<file path="src/rtl/swar_pkg.sv">
// Package: shared lane geometry and opcode encodings for the packed-byte unit.
// Assumes a 32-bit datapath built from equal-width lanes.
package swar_pkg;
    localparam int LANE_W  = 8;
    localparam int LANES   = 4;
    localparam int DATA_W  = LANE_W * LANES;
    localparam int SEL_W   = $clog2(LANES);
    localparam int CTRL_W  = LANES * SEL_W + LANES;
    localparam int IMM_W   = $clog2(LANE_W);

    typedef enum logic [2:0] {
        L_PASS = 3'd0, L_ADD = 3'd1, L_SUB = 3'd2, L_AND = 3'd3,
        L_OR   = 3'd4, L_XOR = 3'd5, L_MIN = 3'd6, L_MAX = 3'd7
    } lane_op_e;

    typedef enum logic [1:0] {
        R_NONE = 2'd0, R_SUM = 2'd1, R_MIN = 2'd2, R_MAX = 2'd3
    } red_op_e;
endpackage

</file>
<file path="src/rtl/swar_operand.sv">
// Module: prepares operand B. It selects the register or a replicated
// power-of-two immediate, then reorders the bytes by the swizzle selectors.
// Assumes the immediate exponent is below the lane width.
module swar_operand
    import swar_pkg::*;
(
    input  logic [DATA_W-1:0]       src_b,
    input  logic                    use_imm,
    input  logic [IMM_W-1:0]        imm_exp,
    input  logic [LANES*SEL_W-1:0]  swz,
    output logic [DATA_W-1:0]       b_out
);
    logic [DATA_W-1:0] base;

    // Choose between the register operand and the replicated immediate.
    always_comb begin
        base = src_b;
        if (use_imm)
            base = {LANES{LANE_W'(1) << imm_exp}};
    end

    genvar gi;
    generate
        for (gi = 0; gi < LANES; gi++) begin : g_swz
            logic [SEL_W-1:0] sel;
            assign sel = swz[gi*SEL_W +: SEL_W];
            // Route the selected source byte into this lane.
            assign b_out[gi*LANE_W +: LANE_W] = base[sel*LANE_W +: LANE_W];
        end
    endgenerate
endmodule

</file>
<file path="src/rtl/swar_lane_alu.sv">
// Module: one lane of the element-wise stage. It does wrap or clamp
// arithmetic, bitwise logic and signed or unsigned min/max.
// Assumes that a disabled lane must return operand A untouched.
module swar_lane_alu
    import swar_pkg::*;
(
    input  logic [LANE_W-1:0] a,
    input  logic [LANE_W-1:0] b,
    input  lane_op_e          op,
    input  logic              sgn,
    input  logic              sat,
    input  logic              en,
    output logic [LANE_W-1:0] y
);
    localparam int EW = LANE_W + 2;

    logic signed [EW-1:0] ax, bx, sum, dif, lo, hi;
    logic                 a_lt_b;

    // Extend both bytes and derive the clamp limits for the active signedness.
    always_comb begin
        ax  = $signed({{2{sgn & a[LANE_W-1]}}, a});
        bx  = $signed({{2{sgn & b[LANE_W-1]}}, b});
        sum = ax + bx;
        dif = ax - bx;
        lo  = sgn ? -$signed(EW'(1) << (LANE_W-1)) : '0;
        hi  = sgn ? $signed((EW'(1) << (LANE_W-1)) - EW'(1))
                  : $signed((EW'(1) << LANE_W) - EW'(1));
        a_lt_b = sgn ? ($signed(a) < $signed(b)) : (a < b);
    end

    function automatic logic [LANE_W-1:0] clampv(logic signed [EW-1:0] v,
                                                 logic signed [EW-1:0] l,
                                                 logic signed [EW-1:0] h,
                                                 logic do_sat);
        if (do_sat && v > h)      return h[LANE_W-1:0];
        else if (do_sat && v < l) return l[LANE_W-1:0];
        else                      return v[LANE_W-1:0];
    endfunction

    // Select the lane result, or pass A when the lane is disabled.
    always_comb begin
        unique case (op)
            L_ADD:   y = clampv(sum, lo, hi, sat);
            L_SUB:   y = clampv(dif, lo, hi, sat);
            L_AND:   y = a & b;
            L_OR:    y = a | b;
            L_XOR:   y = a ^ b;
            L_MIN:   y = a_lt_b ? a : b;
            L_MAX:   y = a_lt_b ? b : a;
            default: y = a;
        endcase
        if (!en)
            y = a;
    end
endmodule

</file>
<file path="src/rtl/swar_reduce.sv">
// Module: the cross-lane reduction stage. It computes sum, min or max over the
// enabled lanes, or returns the vector unchanged when the stage is bypassed.
// Assumes that no enabled lane gives a zero scalar.
module swar_reduce
    import swar_pkg::*;
(
    input  logic [DATA_W-1:0] lanes,
    input  logic [LANES-1:0]  en,
    input  red_op_e           op,
    input  logic              sgn,
    input  logic              sat,
    output logic [DATA_W-1:0] y
);
    localparam int SUMW = LANE_W + SEL_W + 1;

    logic signed [SUMW-1:0] acc, best, lo, hi, v, clamped;
    logic                   found;

    // Fold the enabled lanes into a sum and a running min or max.
    always_comb begin
        acc   = '0;
        best  = '0;
        found = 1'b0;
        v     = '0;
        lo    = sgn ? -$signed(SUMW'(1) << (LANE_W-1)) : '0;
        hi    = sgn ? $signed((SUMW'(1) << (LANE_W-1)) - SUMW'(1))
                    : $signed((SUMW'(1) << LANE_W) - SUMW'(1));
        for (int i = 0; i < LANES; i++) begin
            v = $signed({{(SUMW-LANE_W){sgn & lanes[i*LANE_W+LANE_W-1]}},
                         lanes[i*LANE_W +: LANE_W]});
            if (en[i]) begin
                acc = acc + v;
                if (!found || (op == R_MIN && v < best) || (op == R_MAX && v > best))
                    best = v;
                found = 1'b1;
            end
        end
        clamped = acc;
        if (sat && acc > hi) clamped = hi;
        if (sat && acc < lo) clamped = lo;
    end

    // Select the reduction output, with sign- or zero-extension to full width.
    always_comb begin
        unique case (op)
            R_SUM:   y = DATA_W'(clamped);
            R_MIN,
            R_MAX:   y = DATA_W'(best);
            default: y = lanes;
        endcase
        if (op == R_SUM && (clamped[SUMW-1] & sgn))
            y = {{(DATA_W-SUMW){1'b1}}, clamped};
        if (op != R_NONE && op != R_SUM && (best[SUMW-1] & sgn))
            y = {{(DATA_W-SUMW){1'b1}}, best};
    end
endmodule

</file>
<file path="src/rtl/swar_simd_unit.sv">
// Module: top of the packed-byte SIMD unit. It holds operand preparation, the
// element-wise stage register and the reduction stage register.
// Assumes decode has already split the instruction into the opcode fields.
module swar_simd_unit
    import swar_pkg::*;
(
    input  logic              clk,
    input  logic              rst_n,
    input  logic              in_valid,
    input  logic [31:0]       src_a,
    input  logic [31:0]       src_b,
    input  logic [2:0]        lane_op,
    input  logic [1:0]        red_op,
    input  logic              is_signed,
    input  logic              saturate,
    input  logic              use_imm,
    input  logic [2:0]        imm_exp,
    input  logic [11:0]       simd_ctrl,
    output logic              out_valid,
    output logic [31:0]       result
);
    localparam int SWZ_W = LANES * SEL_W;

    logic [DATA_W-1:0] b_prep, lane_vec, red_vec;
    logic [LANES-1:0]  mask;
    lane_op_e          lop;

    logic              s1_valid, s1_sgn, s1_sat;
    logic [DATA_W-1:0] s1_lanes;
    logic [LANES-1:0]  s1_mask;
    red_op_e           s1_red;

    assign mask = simd_ctrl[SWZ_W +: LANES];
    assign lop  = lane_op_e'(lane_op);

    swar_operand u_operand (
        .src_b   (src_b),
        .use_imm (use_imm),
        .imm_exp (imm_exp),
        .swz     (simd_ctrl[SWZ_W-1:0]),
        .b_out   (b_prep)
    );

    genvar gl;
    generate
        for (gl = 0; gl < LANES; gl++) begin : g_lane
            swar_lane_alu u_alu (
                .a   (src_a[gl*LANE_W +: LANE_W]),
                .b   (b_prep[gl*LANE_W +: LANE_W]),
                .op  (lop),
                .sgn (is_signed),
                .sat (saturate),
                .en  (mask[gl]),
                .y   (lane_vec[gl*LANE_W +: LANE_W])
            );
        end
    endgenerate

    // Element-wise stage register: capture the lane vector and reduction controls.
    always_ff @(posedge clk) begin
        if (!rst_n) begin
            s1_valid <= 1'b0;
            s1_lanes <= '0;
            s1_mask  <= '0;
            s1_red   <= R_NONE;
            s1_sgn   <= 1'b0;
            s1_sat   <= 1'b0;
        end else begin
            s1_valid <= in_valid;
            if (in_valid) begin
                s1_lanes <= lane_vec;
                s1_mask  <= mask;
                s1_red   <= red_op_e'(red_op);
                s1_sgn   <= is_signed;
                s1_sat   <= saturate;
            end
        end
    end

    swar_reduce u_reduce (
        .lanes (s1_lanes),
        .en    (s1_mask),
        .op    (s1_red),
        .sgn   (s1_sgn),
        .sat   (s1_sat),
        .y     (red_vec)
    );

    // Reduction stage register: publish the write-back value.
    always_ff @(posedge clk) begin
        if (!rst_n) begin
            out_valid <= 1'b0;
            result    <= '0;
        end else begin
            out_valid <= s1_valid;
            if (s1_valid)
                result <= red_vec;
        end
    end


    valid_pipe_chk: assert property (@(posedge clk) disable iff (!rst_n)
        s1_valid |=> out_valid);

    valid_idle_chk: assert property (@(posedge clk) disable iff (!rst_n)
        !s1_valid |=> (!out_valid && $stable(result)));

    lane_bypass_chk: assert property (@(posedge clk) disable iff (!rst_n)
        (in_valid && lane_op == 3'd0) |=> (s1_lanes == $past(src_a)));

    red_bypass_chk: assert property (@(posedge clk) disable iff (!rst_n)
        (s1_valid && s1_red == R_NONE) |=> (result == $past(s1_lanes)));

    generate
        for (gl = 0; gl < LANES; gl++) begin : g_chk

            mask_pass_chk: assert property (@(posedge clk) disable iff (!rst_n)
                (in_valid && !mask[gl]) |=>
                (s1_lanes[gl*LANE_W +: LANE_W] == $past(src_a[gl*LANE_W +: LANE_W])));

            usat_add_chk: assert property (@(posedge clk) disable iff (!rst_n)
                (in_valid && lane_op == 3'd1 && saturate && !is_signed) |=>
                (s1_lanes[gl*LANE_W +: LANE_W] >= $past(src_a[gl*LANE_W +: LANE_W])));

            umin_chk: assert property (@(posedge clk) disable iff (!rst_n)
                (in_valid && lane_op == 3'd6 && !is_signed) |=>
                (s1_lanes[gl*LANE_W +: LANE_W] <= $past(src_a[gl*LANE_W +: LANE_W])));

            umax_red_chk: assert property (@(posedge clk) disable iff (!rst_n)
                (s1_valid && s1_red == R_MAX && !s1_sgn && s1_mask[gl]) |=>
                (result >= DATA_W'($past(s1_lanes[gl*LANE_W +: LANE_W]))));
        end
    endgenerate
endmodule

</file>
<file path="config.mk">
export PLATFORM = sky130hd
export DESIGN_NAME = swar_simd_unit
export DESIGN_NICKNAME = d
export VERILOG_FILES = /design/src/rtl/swar_pkg.sv /design/src/rtl/swar_operand.sv /design/src/rtl/swar_lane_alu.sv /design/src/rtl/swar_reduce.sv /design/src/rtl/swar_simd_unit.sv
export SDC_FILE = /design/constraint.sdc
export NUM_CORES = 1
export LEC_CHECK = 0
export BUFFER_PORTS_ARGS = -buffer_cell sky130_fd_sc_hd__buf_2
export CORE_UTILIZATION = 35
export CTS_CLUSTER_DIAMETER = 30
export CTS_CLUSTER_SIZE = 28
export DETAILED_ROUTE_END_ITERATION = 12
export GPL_TIMING_DRIVEN = 0
export PLACE_DENSITY = 0.53
export SETUP_SLACK_MARGIN = 0.2
export SYNTH_ARGS = -nofsm -noshare
export SYNTH_HDL_FRONTEND = slang
export SYNTH_SLANG_ARGS = --single-unit
</file>
<file path="constraint.sdc">
create_clock -name clk -period 9.35 [get_ports clk]
set_clock_uncertainty 0.2 [all_clocks]
set_input_delay 0.935 -clock clk [delete_from_list [all_inputs] [get_ports clk]]
set_output_delay 0.935 -clock clk [all_outputs]
set_load 0.02 [all_outputs]
</file>
; ---- Word level (Yosys, flattened, before mapping)
; Cells that the tools add are included.
[word_totals]
reg_bits = 74
in_bits = 90
output_inout_bits = 33
wordCells = 190
[classes]
n_addsub = 11
order_cmp = 32
n_eq_ne = 11
n_shift = 5
muxes = 59
bitwise_logic = 26
reduce_logical = 38
[ops]
columns = operator, n
row1 = 8-bit 2-to-1 mux, 30
row2 = 8-bit one-hot mux with 7 select lines, 4
row3 = 11-bit 2-to-1 mux, 13
row4 = 32-bit by 6-bit indexed part select with 8-bit output, 4
row5 = 32-bit 2-to-1 mux, 3
row6 = 10-bit < comparator, 8
row7 = 8-bit < comparator, 8
row8 = 32-bit one-hot mux with 2 select lines, 1
row9 = 10-bit > comparator, 6
row10 = 9-bit by 9-bit adder with 10-bit output, 4
row11 = 9-bit by 9-bit subtractor with 10-bit output, 4
row12 = 11-bit by 9-bit adder with 11-bit output, 3
row13 = 9-bit by 11-bit > comparator with 1-bit output, 3
row14 = 9-bit by 11-bit < comparator with 1-bit output, 3
row15 = 8-bit bitwise AND, 4
row16 = 8-bit bitwise OR, 4
row17 = 8-bit bitwise XOR, 4
row18 = 1-bit logical AND, 27
row19 = 10-bit by 9-bit > comparator with 1-bit output, 2
row20 = 1-bit bitwise AND, 14
row21 = "3-bit == test, second input constant", 4
row22 = 11-bit > comparator, 1
row23 = 11-bit < comparator, 1
row24 = 10-bit 2-to-1 mux, 1
row25 = 11 further kinds, 26

; ---- Logic depth before layout (Yosys ltp)
[depth]
ltp_word = 23
ltp_mapped = 35
depth_no_buf = 33

; ---- Hierarchy
; From an unflattened synthesis, not the netlist that was laid out.
[hier_totals]
hier_cells = 2074
hier_area_um2 = 16079.2
[by_module_without_submodules]
columns = mod, n_inst, cells_each, area_per_inst_um2, seq_area_each_um2
row1 = swar_reduce, 1, 489, 3590.9, 0.0
row2 = swar_simd_unit, 1, 237, 2861.5, 1481.4
row3 = swar_lane_alu at g_lane[0].u_alu, 1, 300, 2124.5, 0.0
row4 = swar_lane_alu at g_lane[1].u_alu, 1, 293, 2044.5, 0.0
row5 = swar_lane_alu at g_lane[2].u_alu, 1, 286, 2039.5, 0.0
row6 = swar_lane_alu at g_lane[3].u_alu, 1, 286, 2031.9, 0.0
row7 = swar_operand, 1, 183, 1386.3, 0.0

; ---- Worst setup path after synthesis
; OpenSTA, ideal clock, no wires.
[synth_timing]
kind = register to register
startpoint = register s1_mask[0]
endpoint = register result[10]
setup_time_ns = 0.060
arrival_ns = 6.855
required_time_ns = 9.090
path_slack_ns = 2.235
path_stages_with_launch = 32
n_path_buf = 5
period_less_slack_ns = 7.115
cell_sequence = dfxtp_1 -> clkbuf_1 -> nand2_1 -> ha_1 -> a211oi_2 -> nand2_1 -> o2111a_1 -> o21a_1 -> or3_1 -> buf_6 -> a22oi_1 -> ha_1 -> a211o_1 -> nor2_1 -> a211oi_1 -> or4_1 -> and3_1 -> buf_2 -> mux2_4 -> nand2b_1 -> ha_1 -> nand3_1 -> or3_1 -> and4_1 -> o211a_1 -> a311oi_1 -> and2_1 -> clkbuf_1 -> nand2_1 -> o221ai_4 -> buf_6 -> o221a_1
[synth_between]
elab_chain_len = 22
word_cells_on_any_way = 50
classes_between = add/sub (3) / order compare (8) / mux (18) / bitwise (2) / reduce/logical (19)
[synth_rtl]
columns = element, line
row1 = from (decl), swar_simd_unit.sv:30  ; logic [LANES-1:0] s1_mask;
row2 = from (signal assigned), swar_simd_unit.sv:72  ; s1_mask <= mask;
row3 = "parallel branches: the longest is 21 deep, another holds 11-bit by 9-bit adder with 11-bit output", n/a
row4 = 32-bit 2-to-1 mux (*), swar_reduce.sv:53  ; if (op != R_NONE && op != R_SUM && (best[SUMW-1] & sgn))
row5 = to (signal assigned), swar_simd_unit.sv:97  ; result <= red_vec;
row6 = to (decl), swar_simd_unit.sv:20  ; output logic [31:0] result
; Every way passes the cells marked *.
; A chain may end at the register's enable or synchronous reset.

; ---- Worst setup path in the final report
[layout_timing]
startpoint = register s1_mask[0]
endpoint = register result[13]
; Same word-level chain as after synthesis.

==> flow_summary_export.csv <==
group,metric,value,unit
clock_network,cts_resized,0,
placed_design,dpl-instance-area,15750,µm²
floorplan,dieArea,42290,µm²
hold_path,min_path_cells,1,
sta,fin_tns_setup,0,ps
placed_design,port_buffers,113,
critical_path,path_max_fanout,10,
critical_path,crit_type,"register to register",
critical_path,max_stage_delay,520,ps
clock_network,cts_tree,"built",
power_and_ir_drop,combinationalPowerShare,58.2,%
synthesis,ys_warn_count,0,
floorplan,die_w,205.7,µm
drt,drt_iter0_markers,1364,
synthesis,synthTopCellsByCount,"ha_1, inv_1, o21ai_0",
critical_path,arrival,8390,ps
floorplan,die_h,205.7,µm
critical_path,crit_path_top_delay_cell,"or4_1",
cells_and_area,final_util,39.39,%
sta,fmax,120.5,MHz
global_route,grt_first_pass_wirelength,90.20,mm
critical_path,startpoint_type,"register",
drt,drc_errors,0,
sta,hold_viol_final,0,
cells_and_area,syn_to_final_growth,10.79,%
critical_path,worst-path-buf-inv,5,
cells_and_area,fin_nets,2380,
power_and_ir_drop,power,1.910,mW
power_and_ir_drop,switching_share,47.56,%
cells_and_area,seqCellArea,1481,µm²
power_and_ir_drop,p_sw,908.4,µW
power_and_ir_drop,internal_power,1.002,mW
critical_path,r2r_end,"result[13]",
synthesis,postSynthCellCount,1957,
clock_network,cts_made_buffers,9,
synthesis,synth_cell_type_count,93,
global_route,grt_max_degree,26,
clock_network,clk_latency,360,ps
clock_network,clk_pin_slew,70,ps
sta,layout_min_cycle_time,8300,ps
clock_network,cts_hold_buffers,0,
hold_path,holdPathEnd,"result[11]",
power_and_ir_drop,power.leakage,7.069,nW
sta,worst_pin_slew,1255,ps
sta,slew_headroom,16.31,%
floorplan,rows,74,
cells_and_area,stdcell_area,16080,µm²
synthesis,netlist_top_cells_area,"ha_1, dfxtp_1, o21ai_0",
power_and_ir_drop,vdd_drop_max,0.00007886,V
drt,firstDrtPassIters,8,
cells_and_area,multi_input_area,11840,µm²
synthesis,synth_seq_area_share,10.21,%
sta,drv_slew,0,
global_route,grt_usage,28.20,%
power_and_ir_drop,power_frac_seq,20.2,%
synthesis,syn_nets,2256,
placed_design,dp_hpwl,48.91,mm
clock_network,cts_sinks,74,
global_route,grt_pass1_vias,15110,
global_route,grt-ovfl-total,0,
run_status,status,"completed",
sta,period_share,88.77,%
critical_path,r2r_slack,1050,ps
drt,wl_per_cell,22.98,µm
synthesis,async_flop_share,0,%
hold_path,hold_path_startpoint,"result[11]",
critical_path,reg2reg_depth,31,
synthesis,synth_area_leader_cell,"ha_1",
cells_and_area,fill_cells,4337,
floorplan,coreArea,40830,µm²
clock_network,ctsHtreeMaxLevel,3,
critical_path,r2r-start,"s1_mask[0]",
clock_network,postCtsSetupRepairBufs,0,
clock_network,clk_path_buf_depth,2,
synthesis,yosysMostFrequentCell,"ha_1",
critical_path,path_delay_family,"simple AND/OR/NAND/NOR gates",
cells_and_area,drive_gt1_share,10.74,%
floorplan,ios,123,
critical_path,required,9440,ps
placed_design,gp_congestion,1.006,
clock_network,cts_root_buffer,"clkbuf_16",
sta,setup_viol,0,
flow_run,max-cap-violations,0,
drt,viasPerCell,5.977,
hold_path,holdCritPathClass,"register to register",
critical_path,end_kind,"register",
power_and_ir_drop,pwr_density_cell,118.8,nW/µm²
synthesis,synth_edf_count,0,
drt,antenna_left,0,
global_route,grt_antenna_before_repair,4,
synthesis,yosysTopAreaCellShare,17.07,%
synthesis,ys.flop_type,"dfxtp_1",
sta,grt_setup_unrepaired,"false",
synthesis,synth_area,14520,µm²
floorplan,start_util,35.55,%
drt,drt_wl_total,60.19,mm
synthesis,synth-seq-cells,74,
power_and_ir_drop,clkPwrFrac,21.5,%
drt,vias,15650,
synthesis,syn_area_per_cell,7.418,µm²
## flip-flops by register name, indices dropped and copies added (netlist names)
name / count
s1_red: 2
result: 32
s1_valid: 1
out_valid: 1
s1_sgn: 1
s1_sat: 1
s1_lanes: 32
s1_mask: 4
## routing by layer
layer,share of wire (%),vias up,track usage (%)
met1,43,7479,36.00
met2,47,602,48.28
met3,5.9,124,2.946
met5,0.056,-,0
li1,-,7443,-
met4,3.8,6,11.08
## power groups by stage
stage / logic, mW / clock network (mW) / registers, mW
2_1_floorplan: 0.774 / 0 / 0.376
3_3_place_gp: 1.08 / 0 / 0.393
3_5_place_dp: 1.09 / 0 / 0.393
4_1_cts: 1.10 / 0.415 / 0.385
5_1_grt: 1.22 / 0.425 / 0.388
6_report: 1.11 / 0.411 / 0.387
## layout make-up
type	count	share of cell area, %
Sequential cell	74	9.211
Multi-Input combinational cell	1576	73.60
Tap cell	532	4.139
Inverter	195	4.551
Clock inverter	7	0.6691
Buffer	112	2.902
Clock buffer	9	1.400
Antenna cell	1	0.01556
Timing Repair Buffer	113	3.516
## kinds of logic (layout without fill, tap and decap cells)
logic type                 after synthesis  after routing  share of synthesized area (%)
muxes                                   96             96                          9.300
adders and majority gates              209            209                          18.58
other                                    0              1                              0
AOI/OAI and AO/OA                      621            621                          29.68
DFF                                     74             74                          10.21
buffers and inverters                  307            436                          8.257
xor gates and xnor gates                53             53                          3.344
and+or+nand+nor                        597            597                          20.63
## worst register-to-register path: cells and delay by family (launching register included)
kind            cells  cell delay [ps]
simple gates       12             2660
buf+inv             5             1220
mux                 1              360
compound gates     10             2400
fa+ha+maj           3             1040
flops               1              370
## cell usage in the layout (no fill, tap or decap), types with 20 or more instances in the layout
cell      count
a31oi_1      30
nand2b_1     34
buf_2       126
a21o_1       22
nand2_1     130
and2_1       32
o221a_1      20
dfxtp_1      74
nand3_1      41
xnor2_1      35
a211oi_1     20
nor3_1       57
o211ai_1     23
nor2b_1      52
a21oi_1     106
clkbuf_1     87
ha_1        198
inv_1       191
mux4_2       28
o21a_1       24
nor2_1      154
mux2i_1      49
o21ai_0     160
## how the worst max path moves through the flow
stage / cells past startpoint / start / end / slack (ps)
6_report: 31 / s1_mask[0] / result[13] / 1050
4_1_cts: 31 / s1_mask[0] / result[13] / 1150
3_3_place_gp: 31 / s1_mask[0] / result[10] / 1210
2_1_floorplan: 31 / s1_mask[0] / result[10] / 2230
3_5_place_dp: 31 / s1_mask[0] / result[30] / 1190
5_1_grt: 31 / s1_mask[0] / result[12] / 550
## per-stage QoR
stage	cells	worst slack (ps)	hold WS, ps
after floorplan	1957	2235	238.4
after global placement	2602	1207	312.2
after detailed placement	2602	1186	313.4
after CTS	2618	1150	330.5
after global routing	2618	550.6	339.7
final	2619	1050	326.4
Power figures use the tool's default switching activity.
